## src/rtl/irq_qual_pkg.sv

```systemverilog
package irq_qual_pkg;

  typedef enum logic [1:0] {
    ST_HIGH = 2'd0,
    ST_LOW  = 2'd1,
    ST_RISE = 2'd2
  } qualState_t;

  typedef struct packed {
    logic runStart;
    logic runStep;
    logic latchEvt;
  } qualStrobes_t;

endpackage

```

## src/rtl/irq_qual_datapath.sv

```systemverilog
module irq_qual_datapath
  import irq_qual_pkg::*;
#(
  parameter int SYNC_STAGES = 2,
  parameter int CNT_W       = 2,
  parameter int CNT_CAP     = 2
) (
  input  logic             clk,
  input  logic             rstN,
  input  logic             rawIn,
  input  qualStrobes_t     strobes,
  output logic             pinSync,
  output logic [CNT_W-1:0] runCnt,
  output logic             irqRecognised
);

  localparam logic [CNT_W-1:0] CAP_V = CNT_W'(CNT_CAP);

  logic [SYNC_STAGES-1:0] syncQ;
  logic                   latchQ;
  logic                   recogQ;

  generate
    if (SYNC_STAGES == 1) begin : g_sync_one
      always_ff @(posedge clk or negedge rstN) begin
        if (!rstN) syncQ <= '1;
        else       syncQ <= rawIn;
      end
    end else begin : g_sync_chain
      always_ff @(posedge clk or negedge rstN) begin
        if (!rstN) syncQ <= '1;
        else       syncQ <= {syncQ[SYNC_STAGES-2:0], rawIn};
      end
    end
  endgenerate

  assign pinSync = syncQ[SYNC_STAGES-1];

  always_ff @(posedge clk or negedge rstN) begin
    if (!rstN) begin
      runCnt <= '0;
    end else if (strobes.runStart) begin
      runCnt <= CNT_W'(1);
    end else if (strobes.runStep && (runCnt < CAP_V)) begin
      runCnt <= runCnt + CNT_W'(1);
    end
  end

  always_ff @(posedge clk or negedge rstN) begin
    if (!rstN) begin
      latchQ <= 1'b0;
      recogQ <= 1'b0;
    end else begin
      latchQ <= strobes.latchEvt;
      recogQ <= latchQ;
    end
  end

  assign irqRecognised = recogQ;

  AST_RECOG_AFTER_LATCH: assert property (@(posedge clk) disable iff (!rstN)
    latchQ |=> recogQ);

  AST_PULSE_ONE_WIDE: assert property (@(posedge clk) disable iff (!rstN)
    recogQ |=> !recogQ);

  AST_CNT_BOUNDED: assert property (@(posedge clk) disable iff (!rstN)
    runCnt <= CAP_V);

endmodule

```

## src/rtl/irq_qual_control.sv

```systemverilog
module irq_qual_control
  import irq_qual_pkg::*;
#(
  parameter int LOW_MIN  = 2,
  parameter int HIGH_MIN = 2,
  parameter int CNT_W    = 2
) (
  input  logic             clk,
  input  logic             rstN,
  input  logic             pinSync,
  input  logic [CNT_W-1:0] runCnt,
  output qualStrobes_t     strobes
);

  localparam logic [CNT_W-1:0] LOW_V     = CNT_W'(LOW_MIN);
  localparam logic [CNT_W-1:0] HIGH_M1_V = CNT_W'(HIGH_MIN - 1);

  qualState_t stateQ;
  qualState_t stateD;

  always_comb begin
    stateD  = stateQ;
    strobes = '0;
    unique case (stateQ)
      ST_HIGH: begin
        if (!pinSync) begin
          stateD           = ST_LOW;
          strobes.runStart = 1'b1;
        end
      end
      ST_LOW: begin
        if (!pinSync) begin
          strobes.runStep = 1'b1;
        end else if (runCnt >= LOW_V) begin
          if (HIGH_MIN <= 1) begin
            strobes.latchEvt = 1'b1;
            stateD           = ST_HIGH;
          end else begin
            strobes.runStart = 1'b1;
            stateD           = ST_RISE;
          end
        end else begin
          stateD = ST_HIGH;
        end
      end
      ST_RISE: begin
        if (!pinSync) begin
          strobes.runStart = 1'b1;
          stateD           = ST_LOW;
        end else if (runCnt >= HIGH_M1_V) begin
          strobes.latchEvt = 1'b1;
          stateD           = ST_HIGH;
        end else begin
          strobes.runStep = 1'b1;
        end
      end
      default: stateD = ST_HIGH;
    endcase
  end

  always_ff @(posedge clk or negedge rstN) begin
    if (!rstN) stateQ <= ST_HIGH;
    else       stateQ <= stateD;
  end

  AST_LATCH_ON_HIGH: assert property (@(posedge clk) disable iff (!rstN)
    strobes.latchEvt |-> pinSync);

  AST_HIGH_HELD: assert property (@(posedge clk) disable iff (!rstN)
    (strobes.latchEvt && (HIGH_MIN > 1)) |-> $past(pinSync));

  AST_NO_LATCH_IDLE: assert property (@(posedge clk) disable iff (!rstN)
    (stateQ == ST_HIGH) |-> !strobes.latchEvt);

  AST_STROBE_EXCL: assert property (@(posedge clk) disable iff (!rstN)
    $onehot0({strobes.runStart, strobes.runStep, strobes.latchEvt}));

endmodule

```

## src/rtl/irq_pulse_qualifier.sv

```systemverilog
module irq_pulse_qualifier
  import irq_qual_pkg::*;
#(
  parameter int SYNC_STAGES = 2,
  parameter int LOW_MIN     = 2,
  parameter int HIGH_MIN    = 2
) (
  input  logic clk,
  input  logic rstN,
  input  logic rawIn,
  output logic irqRecognised
);

  localparam int CNT_CAP = (LOW_MIN > HIGH_MIN) ? LOW_MIN : HIGH_MIN;
  localparam int CNT_W   = $clog2(CNT_CAP + 1);

  qualStrobes_t     strobes;
  logic             pinSync;
  logic [CNT_W-1:0] runCnt;

  irq_qual_datapath #(
    .SYNC_STAGES(SYNC_STAGES),
    .CNT_W      (CNT_W),
    .CNT_CAP    (CNT_CAP)
  ) u_dp (
    .clk          (clk),
    .rstN         (rstN),
    .rawIn        (rawIn),
    .strobes      (strobes),
    .pinSync      (pinSync),
    .runCnt       (runCnt),
    .irqRecognised(irqRecognised)
  );

  irq_qual_control #(
    .LOW_MIN (LOW_MIN),
    .HIGH_MIN(HIGH_MIN),
    .CNT_W   (CNT_W)
  ) u_ctl (
    .clk    (clk),
    .rstN   (rstN),
    .pinSync(pinSync),
    .runCnt (runCnt),
    .strobes(strobes)
  );

endmodule

```

## config.mk

```make
export PLATFORM = sky130hd
export DESIGN_NAME = irq_pulse_qualifier
export DESIGN_NICKNAME = d
export VERILOG_FILES = /design/src/rtl/irq_qual_pkg.sv /design/src/rtl/irq_qual_datapath.sv /design/src/rtl/irq_qual_control.sv /design/src/rtl/irq_pulse_qualifier.sv
export SDC_FILE = /design/constraint.sdc
export NUM_CORES = 1
export LEC_CHECK = 0
export BUFFER_PORTS_ARGS = -buffer_cell sky130_fd_sc_hd__buf_2
export CORE_AREA = 2 2 39 41
export CTS_CLUSTER_DIAMETER = 80
export DETAILED_ROUTE_END_ITERATION = 16
export DIE_AREA = 0 0 41 43
export PLACE_DENSITY = 0.58
export SYNTH_ARGS = -nofsm -noshare
export SYNTH_HDL_FRONTEND = slang
export SYNTH_SLANG_ARGS = --single-unit
```

## constraint.sdc

```tcl
create_clock -name clk -period 3 [get_ports clk]
set_input_delay 0.9 -clock clk [delete_from_list [all_inputs] [get_ports clk]]
set_output_delay 0.9 -clock clk [all_outputs]
set_load 0.03 [all_outputs]
```

==> out/metrics.yaml, run 1 <==
wire_per_inst_um: 10.48
worst-path-buf-inv: 1
path_class: "reg2out"
regArea_um2: 202.7
cts-root-buf: "clkbuf_4"
io_pins: 4
syn2layout_area_growth_pct: 13.22
grt_usage: 0.1057
yosysWarnings: 0
die_x_um: 41
layout-drive-gt1-share: 0.2340
cts_buffers: 3
max_stage_delay_ns: 0.35
cts_num_sinks: 8
avgSynthCellArea_um2: 10.62
final_antenna_net_count: 0
ctsResizeCount: 0
grt_start_max_net_pins: 9
synth_cells: 41
rr_startpoint: "u_ctl.stateQ[0]$_DFFE_PN0P_"
worstPathArrival_ns: 0.77
p_per_area_mw_per_mm2: 761.7
holdCritStartpoint: "u_dp.syncQ[0]$_DFF_PN1_"
yosys.cell_types.count: 17
clk_pin_slew_ns: 0.05
syn_area_um2: 435.4
holdWs_ns: 0.3466
fill_cells: 140
synth-seq-cells: 8
peakVddDrop_v: 0.0003529
hp-class: "reg2reg"
path_cells: "buf_2"
skew_ns: 0.005678
clock_latency_ns: 0.25
end_kind: "primary output"
coreArea_mm2: 0.001384
ys_seq_area_frac: 0.4655
cp_top_family: "flip-flops"
final_cell_count_no_fill: 63
rsz0062_at_grt: "false"
layout_commonest_cell: "ha_1"
r2r-end: "u_ctl.stateQ[1]$_DFFE_PN0P_"
dp.cells: 60
overflow: 0
viasPerCell: 4.571
initial_core_util: 0.3146
drtPass1Iterations: 4
dp.final_hpwl_um: 531.1
final_max_slew_viol_count: 0
place_congestion: 0.7262
critPathSlowestCell: "dfrtp_1"
reg2regPathDepth: 5
final_cell_mix: "ha_1, inv_1, dfrtp_1"
tns_ns: 0
utilization: 0.3562
synthFlopType: "dfrtp_1"
fmax_mhz: 598.1
slew_headroom: 0.8191
cts_hold_buf: 0
tightest_slew_ns: 0.2679
grt_pass1_wl_mm: 1.152
critPathLaunchType: "flop"
routed_wl_um: 660
tritoncts: "built"
grt_antenna_before_repair: 0
synth.net_count: 51
setup_violations: 0
hold_end: "u_dp.syncQ[1]$_DFF_PN1_"
r2r_slack_ns: 1.51
via_count: 288
hold_depth: 0
layout.nets: 59
hold_violations: 0
dieArea_mm2: 0.001763
synth_edf_count: 0
grt_pass1_vias: 303
fin_area_um2: 493.0
drv_cap: 0
status: "complete, no violations"
synthArstFlopShare: 1.000
drt_first_iter_violations: 2
post-route-period-util: 0.5573
cts_setup_buffers: 0
diodes: 0
cp_max_fo: 1
p_leak_nw: 0.2545
cp_data_required_time_ns: 2.10
htreeDepth: 1
place_area_um2: 470.5
cts_max_path_buffers: 2
fin_crit_ns: 1.672
port_buffers: 3
rows: 14
multi_input_area_um2: 210.2
die_h_um: 43
drc: 0
## cell usage after synthesis (2+ instances only)
library cell,number,area (um^2)
ha_1,7,87.58
dfrtp_1,6,150.1
inv_1,6,22.52
nor2_1,5,18.77
nand2_1,4,15.01
dfstp_2,2,52.55
## cell families (layout without fill, tap and decap cells)
family | Yosys count | after routing | share of synthesized area
xor gates and xnor gates | 1 | 1 | 0.02012
DFF | 8 | 8 | 0.4655
and+or+nand+nor | 12 | 12 | 0.1236
AOI/OAI and AO/OA | 6 | 6 | 0.1121
adders and majority gates | 7 | 7 | 0.2011
muxes | 1 | 1 | 0.02586
buffers and inverters | 6 | 12 | 0.05172
## state kept, by name (all words and copies together) (netlist names)
signal and flops:
u_ctl.stateQ 2, u_dp.irqRecognised 1, u_dp.latchQ 1, u_dp.runCnt 2, u_dp.syncQ 2
## power breakdown
part	total (mW)	switching (mW)	internal (mW)
registers	0.159	0.0254	0.133
clock network	0.0804	0.0348	0.0457
logic	0.136	0.0757	0.0607
total	0.375	0.136	0.240
## through the flow
stage	setup slack (ns)	power, mW
floorplan	1.605	0.2676
global placement	1.528	0.2987
detailed placement	1.529	0.2999
CTS	1.313	0.3858
global route	1.278	0.4187
finish	1.328	0.3755
## worst max-delay path by stage
stage | to | depth (start not counted) | from
2_1_floorplan | u_ctl.stateQ[1]$_DFFE_PN0P_ | 5 | u_ctl.stateQ[0]$_DFFE_PN0P_
3_3_place_gp | u_ctl.stateQ[1]$_DFFE_PN0P_ | 5 | u_ctl.stateQ[0]$_DFFE_PN0P_
3_5_place_dp | u_ctl.stateQ[1]$_DFFE_PN0P_ | 5 | u_ctl.stateQ[0]$_DFFE_PN0P_
4_1_cts | irqRecognised | 1 | u_dp.irqRecognised$_DFF_PN0_
5_1_grt | irqRecognised | 1 | u_dp.irqRecognised$_DFF_PN0_
6_report | irqRecognised | 1 | u_dp.irqRecognised$_DFF_PN0_
## routing by layer
metal	global-route usage	up-vias	share of wire
li1	-	146	-
met1	0.09416	129	0.41
met2	0.1625	13	0.50
met3	0.09424	0	0.091
met4	0.04000	0	0
met5	0	-	0
## area by class of cell
type | count | area share
timing repair buffer | 3 | 0.03046
multi-input combinational | 27 | 0.4264
clock buffer | 3 | 0.04569
inverter | 6 | 0.04569
sequential | 8 | 0.4112
tap | 16 | 0.04061
Power figures use the tool's default switching activity.
==> run 2, diff against run 1 <==
==> constraint.sdc (replaced) <==
create_clock -name clk -period 1.7 [get_ports clk]
set_input_delay 0.51 -clock clk [delete_from_list [all_inputs] [get_ports clk]]
set_output_delay 0.51 -clock clk [all_outputs]
set_load 0.03 [all_outputs]
==> run 2 against run 1 <==
- power rose by 81%
- cell area rose by 0.76%
- critical path depth rose by 4
- sequential share of layout area fell by 0.31 points
- clock power rose by 89%
- clock-buffer cell count rose by 1
- final cell count rose by 1.6%
- routed wire length fell by 3.2%
- non-clock buffer count did not move
- worst setup slack got worse by 1.1 ns
- via count did not move
- sequential power rose by 77%
- critical endpoint is now u_ctl.stateQ[1]$_DFFE_PN0P_
- largest cell class unchanged
==> out/metrics.yaml, run 2 (synthesis gave the netlist of run 1 again) <==
layout.nets: 59  # unchanged
die_x_um: 41  # unchanged
die_h_um: 43  # unchanged
path_class: "reg2reg"  # was reg2out
peakVddDrop_v: 0.0005177  # was 0.0003529 V
rr_startpoint: "u_ctl.stateQ[1]$_DFFE_PN0P_"  # was u_ctl.stateQ[0]$_DFFE_PN0P_
worstPathArrival_ns: 1.63  # was 0.77 ns
grt_use_met3: 0.09424  # unchanged
worst-path-buf-inv: 1  # unchanged
critPathLaunchType: "flop"  # unchanged
htreeDepth: 1  # unchanged
dp.final_hpwl_um: 532  # was 531.1 um
via_count: 288  # unchanged
wire_per_inst_um: 9.984  # was 10.48 um
r2r-end: "u_ctl.stateQ[1]$_DFFE_PN0P_"  # unchanged
initial_core_util: 0.3146  # unchanged
cp_data_required_time_ns: 1.84  # was 2.10 ns
rows: 14  # unchanged
post-route-period-util: 0.8785
status: "complete, no violations"  # unchanged
setup_violations: 0  # unchanged
viasPerCell: 4.500  # was 4.571
cts-root-buf: "clkbuf_4"  # unchanged
grt_start_max_net_pins: 9  # unchanged
power.total_mw: 0.6779  # was 0.3755 mW
end_kind: "flop"  # was primary output
rsz0062_at_grt: "false"  # unchanged
layout_commonest_cell: "ha_1"  # unchanged
routed_wl_um: 639  # was 660 um
ctsResizeCount: 0  # unchanged
tightest_slew_ns: 0.2686  # was 0.2679 ns
tns_ns: 0  # unchanged
grt_util_met2: 0.1469  # was 0.1625
place_congestion: 0.7573  # was 0.7262
path_depth: 5  # was 1
fill_cells: 135  # was 140
drv_cap: 0  # unchanged
clk_pin_slew_ns: 0.06  # was 0.05 ns
drc: 0  # unchanged
largestRegisters: "u_ctl.stateQ x2, u_dp.runCnt x2, u_dp.syncQ x2"  # unchanged
cts_setup_buffers: 0  # unchanged
port_buffers: 3  # unchanged
crit_start: "u_ctl.stateQ[1]$_DFFE_PN0P_"  # was u_dp.irqRecognised$_DFF_PN0_
utilization: 0.3590  # was 0.3562
grt_pass1_vias: 282  # was 303
cts_num_sinks: 8  # unchanged
fin_crit_ns: 1.494
grt_pass1_wl_mm: 1.173  # was 1.152 mm
path_cells: "inv_1 > ha_1 > nor2_1 > a31oi_1 > mux2_2"  # was buf_2
use_met1: 0.1258  # was 0.09416
cp_top_family: "flip-flops"  # unchanged
drtPass1Iterations: 1  # was 4
cts_max_path_buffers: 2  # unchanged
final_cell_mix: "ha_1, inv_1, dfrtp_1"  # unchanged
critPathSlowestCell: "dfrtp_1"  # unchanged
coreArea_mm2: 0.001384  # unchanged
cts_hold_buf: 0  # unchanged
hold_violations: 0  # unchanged
diodes: 0  # unchanged
grt_antenna_before_repair: 0  # unchanged
busiest_layer: "met2"  # unchanged
r2r_slack_ns: 0.21  # was 1.51 ns
skew_ns: 0.01078  # was 0.005678 ns
reg2regPathDepth: 5  # unchanged
final_antenna_net_count: 0  # unchanged
fmax_mhz: 669.6
drt_first_iter_violations: 0  # was 2
cts_buffers: 3  # unchanged
io_pins: 4  # unchanged
layout-drive-gt1-share: 0.2292  # was 0.2340
max_stage_delay_ns: 0.43  # was 0.35 ns
grt_usage: 0.1044  # was 0.1057
p_per_area_mw_per_mm2: 1365  # was 761.7 mW/mm^2
dieArea_mm2: 0.001763  # unchanged
clock_latency_ns: 0.25  # about the same
cp_max_fo: 5  # was 1
p_leak_nw: 0.2557  # was 0.2545 nW
final_max_slew_viol_count: 0  # unchanged
hp-class: "in2async"  # was reg2reg
tritoncts: "built"  # unchanged
syn2layout_area_growth_pct: 14.08  # was 13.22%
slew_headroom: 0.8186  # was 0.8191
overflow: 0  # unchanged
[run 2: cell types whose count changed in the layout (fill, tap and decap cells not counted), sizes merged]
cell,before,now
clkbuf,3,4
[run 2: worst max-delay path by stage]
stage	to	slack [ns]
after floorplan	u_ctl.stateQ[1]$_DFFE_PN0P_	0.31
after global placement	u_ctl.stateQ[1]$_DFFE_PN0P_	0.24
after detailed placement	u_ctl.stateQ[1]$_DFFE_PN0P_	0.22
after CTS	u_ctl.stateQ[1]$_DFFE_PN0P_	0.21
after global routing	u_ctl.stateQ[1]$_DFFE_PN0P_	0.11
final	u_ctl.stateQ[1]$_DFFE_PN0P_	0.21
[run 2: layer usage]
metal / routed length [um] / vias to the layer above / share of wire
met1: 300 / 132 / 0.47
li1: - / 150 / -
met5: 0 / - / 0
met4: 0 / 0 / 0
met2: 305 / 6 / 0.48
met3: 33 / 0 / 0.052
[run 2: cell type report]
type | count | area [um^2] | share of cell area
clock buffer | 4 | 26.28 | 0.05290
inverter | 6 | 22.52 | 0.04534
timing repair buffer | 3 | 15.01 | 0.03023
tap | 16 | 20.02 | 0.04030
multi-input combinational | 27 | 210.2 | 0.4232
sequential | 8 | 202.7 | 0.4081
[run 2: per-stage QoR]
step | setup WS (ns) | area, um^2 | instances | hold slack (ns)
after floorplan | 0.3053 | 435.4 | 41 | 0.2144
after global placement | 0.2400 | 470.5 | 60 | 0.3393
after detailed placement | 0.2151 | 470.5 | 60 | 0.3465
after CTS | 0.2075 | 496.7 | 64 | 0.08556
after global routing | 0.1084 | 496.7 | 64 | 0.08412
final | 0.2065 | 496.7 | 64 | 0.08390
[run 2: where the power goes]
group	internal (mW)	switching [mW]
sequential	0.235	0.0472
clock	0.0896	0.0622
combinational	0.108	0.135
total	0.433	0.245
==> run 3, diff against run 2 <==
--- a/config.mk
+++ b/config.mk
@@ -10,7 +10,7 @@
 export CTS_CLUSTER_DIAMETER = 80
 export DETAILED_ROUTE_END_ITERATION = 16
 export DIE_AREA = 0 0 41 43
-export PLACE_DENSITY = 0.58
 export SYNTH_ARGS = -nofsm -noshare
 export SYNTH_HDL_FRONTEND = slang
 export SYNTH_SLANG_ARGS = --single-unit
+export TNS_END_PERCENT = 1
==> constraint.sdc (replaced) <==
create_clock -name clk -period 1.3 [get_ports clk]
set_input_delay 0.39 -clock clk [delete_from_list [all_inputs] [get_ports clk]]
set_output_delay 0.39 -clock clk [all_outputs]
set_load 0.03 [all_outputs]
==> run 3 against run 2 <==
- the run now ends with negative setup slack left
- clock power up 43%
- non-clock buffer count grew 12
- die area unchanged
- routed wire length is 41% higher
- clock skew up 0.0037 ns
- sequential share of layout area decreased by 10 points
- sequential power rose by 22%
- flip-flop and latch count stayed put
- utilization rose by 12 points
- combinational power rose to 2.8 times the previous value
- fmax increased by 7.9%
- final cell count is 19% higher
==> out/metrics.yaml, run 3 (synthesis gave the netlist of run 1 again) <==
status: "finished with violations"  # was complete, no violations
violations: "negative setup slack"
place_congestion: 0.7860  # was 0.7573
rr_startpoint: "u_ctl.stateQ[1]$_DFFE_PN0P_"  # unchanged
cts-root-buf: "clkbuf_4"  # unchanged
cp_max_fo: 3  # was 5
initial_core_util: 0.3146  # unchanged
tns_ns: -0.1542  # was 0 ns
layout-drive-gt1-share: 0.5333  # was 0.2292
fin_crit_ns: 1.384  # was 1.494 ns
clk_pin_slew_ns: 0.07  # was 0.06 ns
layout.nets: 71  # was 59
endpoint: "u_ctl.stateQ[1]$_DFFE_PN0P_"  # unchanged
syn2layout_area_growth_pct: 53.16  # was 14.08%
reg2regPathDepth: 5  # unchanged
wire_per_inst_um: 11.88  # was 9.984 um
end_kind: "flop"  # unchanged
peakVddDrop_v: 0.0007527  # was 0.0005177 V
rsz0062_at_grt: "true"  # was false
cp_data_required_time_ns: 1.46  # was 1.84 ns
clock_latency_ns: 0.27  # was 0.25 ns
r2r_slack_ns: -0.08  # was 0.21 ns
holdWs_ns: 0.2287  # was 0.08390 ns
r2r-end: "u_ctl.stateQ[1]$_DFFE_PN0P_"  # unchanged
post-route-period-util: 1.064  # was 0.8785
tightest_slew_ns: 0.3087  # was 0.2686 ns
layout_commonest_cell: "buf_4"  # was ha_1
skew_ns: 0.01448  # was 0.01078 ns
final_cell_mix: "buf_4, dfrtp_1, nor2_1, ha_4"  # was ha_1, inv_1, dfrtp_1
slew_headroom: 0.7915  # was 0.8186
fin_area_um2: 666.9  # was 496.7 um^2
drc: 0  # unchanged
multi_input_area_um2: 280.3  # was 210.2 um^2
diodes: 0  # unchanged
die_h_um: 43  # unchanged
largestRegisters: "u_ctl.stateQ x2, u_dp.runCnt x2, u_dp.syncQ x2"  # unchanged
fmax_mhz: 722.7  # was 669.6 MHz
coreArea_mm2: 0.001384  # unchanged
grt_antenna_before_repair: 0  # unchanged
drtPass1Iterations: 1  # unchanged
viasPerCell: 4.447  # was 4.500
routed_wl_um: 903  # was 639 um
cts_max_path_buffers: 2  # unchanged
grt_usage: 0.1203  # was 0.1044
rows: 14  # unchanged
grt_pass1_vias: 321  # was 282
p_per_area_mw_per_mm2: 1881  # was 1365 mW/mm^2
htreeDepth: 1  # unchanged
grt_pass1_wl_mm: 1.338  # was 1.173 mm
dieArea_mm2: 0.001763  # unchanged
grt_start_max_net_pins: 9  # unchanged
hold_violations: 0  # unchanged
cts_buffers: 3  # unchanged
p_leak_nw: 0.3216  # was 0.2557 nW
holdCritStartpoint: "rawIn"
place_area_um2: 533.0  # was 470.5 um^2
worstPathArrival_ns: 1.54  # was 1.63 ns
drt_first_iter_violations: 0  # unchanged
crit_start: "u_ctl.stateQ[1]$_DFFE_PN0P_"  # unchanged
power.total_mw: 1.255  # was 0.6779 mW
path_class: "reg2reg"  # unchanged
cts_num_sinks: 8  # unchanged
critPathLaunchType: "flop"  # unchanged
fin_ws_ns: -0.08371  # was 0.2065 ns
final_antenna_net_count: 0  # unchanged
fill_cells: 133  # was 135
regArea_um2: 202.7  # unchanged
die_x_um: 41  # unchanged
tritoncts: "built"  # unchanged
overflow: 0  # unchanged
drv_cap: 0  # unchanged
via_count: 338  # was 288
dp.final_hpwl_um: 579.1  # was 532 um
io_pins: 4  # unchanged
final_max_slew_viol_count: 0  # unchanged
setup_violations: 4  # was 0
port_buffers: 3  # unchanged
hp-class: "in2reg"  # was in2async
run 3: cell types whose count changed in the layout (fill, tap and decap cells not counted), sizes merged:
cell	previous run	this run
buf	3	14
dlygate4sd3	0	1
run 3: metal layers:
| metal | GRT usage | share of wire | vias up |
|---|---|---|---|
| met1 | 0.1513 | 0.47 | 156 |
| met5 | 0 | 0 | - |
| met2 | 0.1719 | 0.47 | 6 |
| li1 | - | - | 172 |
| met4 | 0.08000 | 0.030 | 0 |
| met3 | 0.03141 | 0.034 | 4 |
run 3: worst min-delay path by stage:
stage / to / slack [ns] / cells past startpoint
global placement: u_dp.runCnt[0]$_DFFE_PN0P_ / 0.24 / 1
detailed placement: u_dp.runCnt[1]$_DFFE_PN0P_ / 0.25 / 1
global route: u_dp.syncQ[0]$_DFF_PN1_ / 0.23 / 1
finish: u_dp.syncQ[0]$_DFF_PN1_ / 0.23 / 1
floorplan: u_ctl.stateQ[0]$_DFFE_PN0P_ / 0.09 / 0
CTS: u_dp.syncQ[0]$_DFF_PN1_ / 0.23 / 1
run 3: report_power, final:
| group | switching [mW] | total [mW] | internal, mW |
|---|---|---|---|
| logic | 0.321 | 0.691 | 0.371 |
| clock network | 0.100 | 0.218 | 0.118 |
| registers | 0.0377 | 0.345 | 0.307 |
| total | 0.459 | 1.25 | 0.796 |
run 3: critical path, cell delays in order (launching register included):
cell and delay, ns:
dfrtp_1 0.39, buf_6 0.12, ha_4 0.14, nand2_2 0.07, a31oi_4 0.20, mux2_2 0.35
run 3: what timing repair did:
action | CTS | global route
setup endpoints to repair | 4 | 4
hold buffers | 1 | 0
gates resized for setup | 3 | 12
buffers inserted | 2 | 1
pin swaps | 3 | 7
hold endpoints to repair | 6 | 0
run 3: layout make-up:
| class | count | share of cell area |
|---|---|---|
| Multi-Input combinational cell | 27 | 0.4203 |
| Sequential cell | 8 | 0.3039 |
| Timing Repair Buffer | 15 | 0.1726 |
| Clock buffer | 4 | 0.03940 |
| Inverter | 6 | 0.03377 |
| Tap cell | 16 | 0.03002 |
run 3: metrics by stage:
step / cells / util / setup slack (ns)
final: 76 / 0.4819 / -0.08371
after global routing: 76 / 0.4819 / -0.1273
after CTS: 75 / 0.4286 / -0.09719
after detailed placement: 68 / 0.3852 / -0.1370
after global placement: 68 / 0.3852 / -0.1198
after floorplan: 41 / - / -0.08724
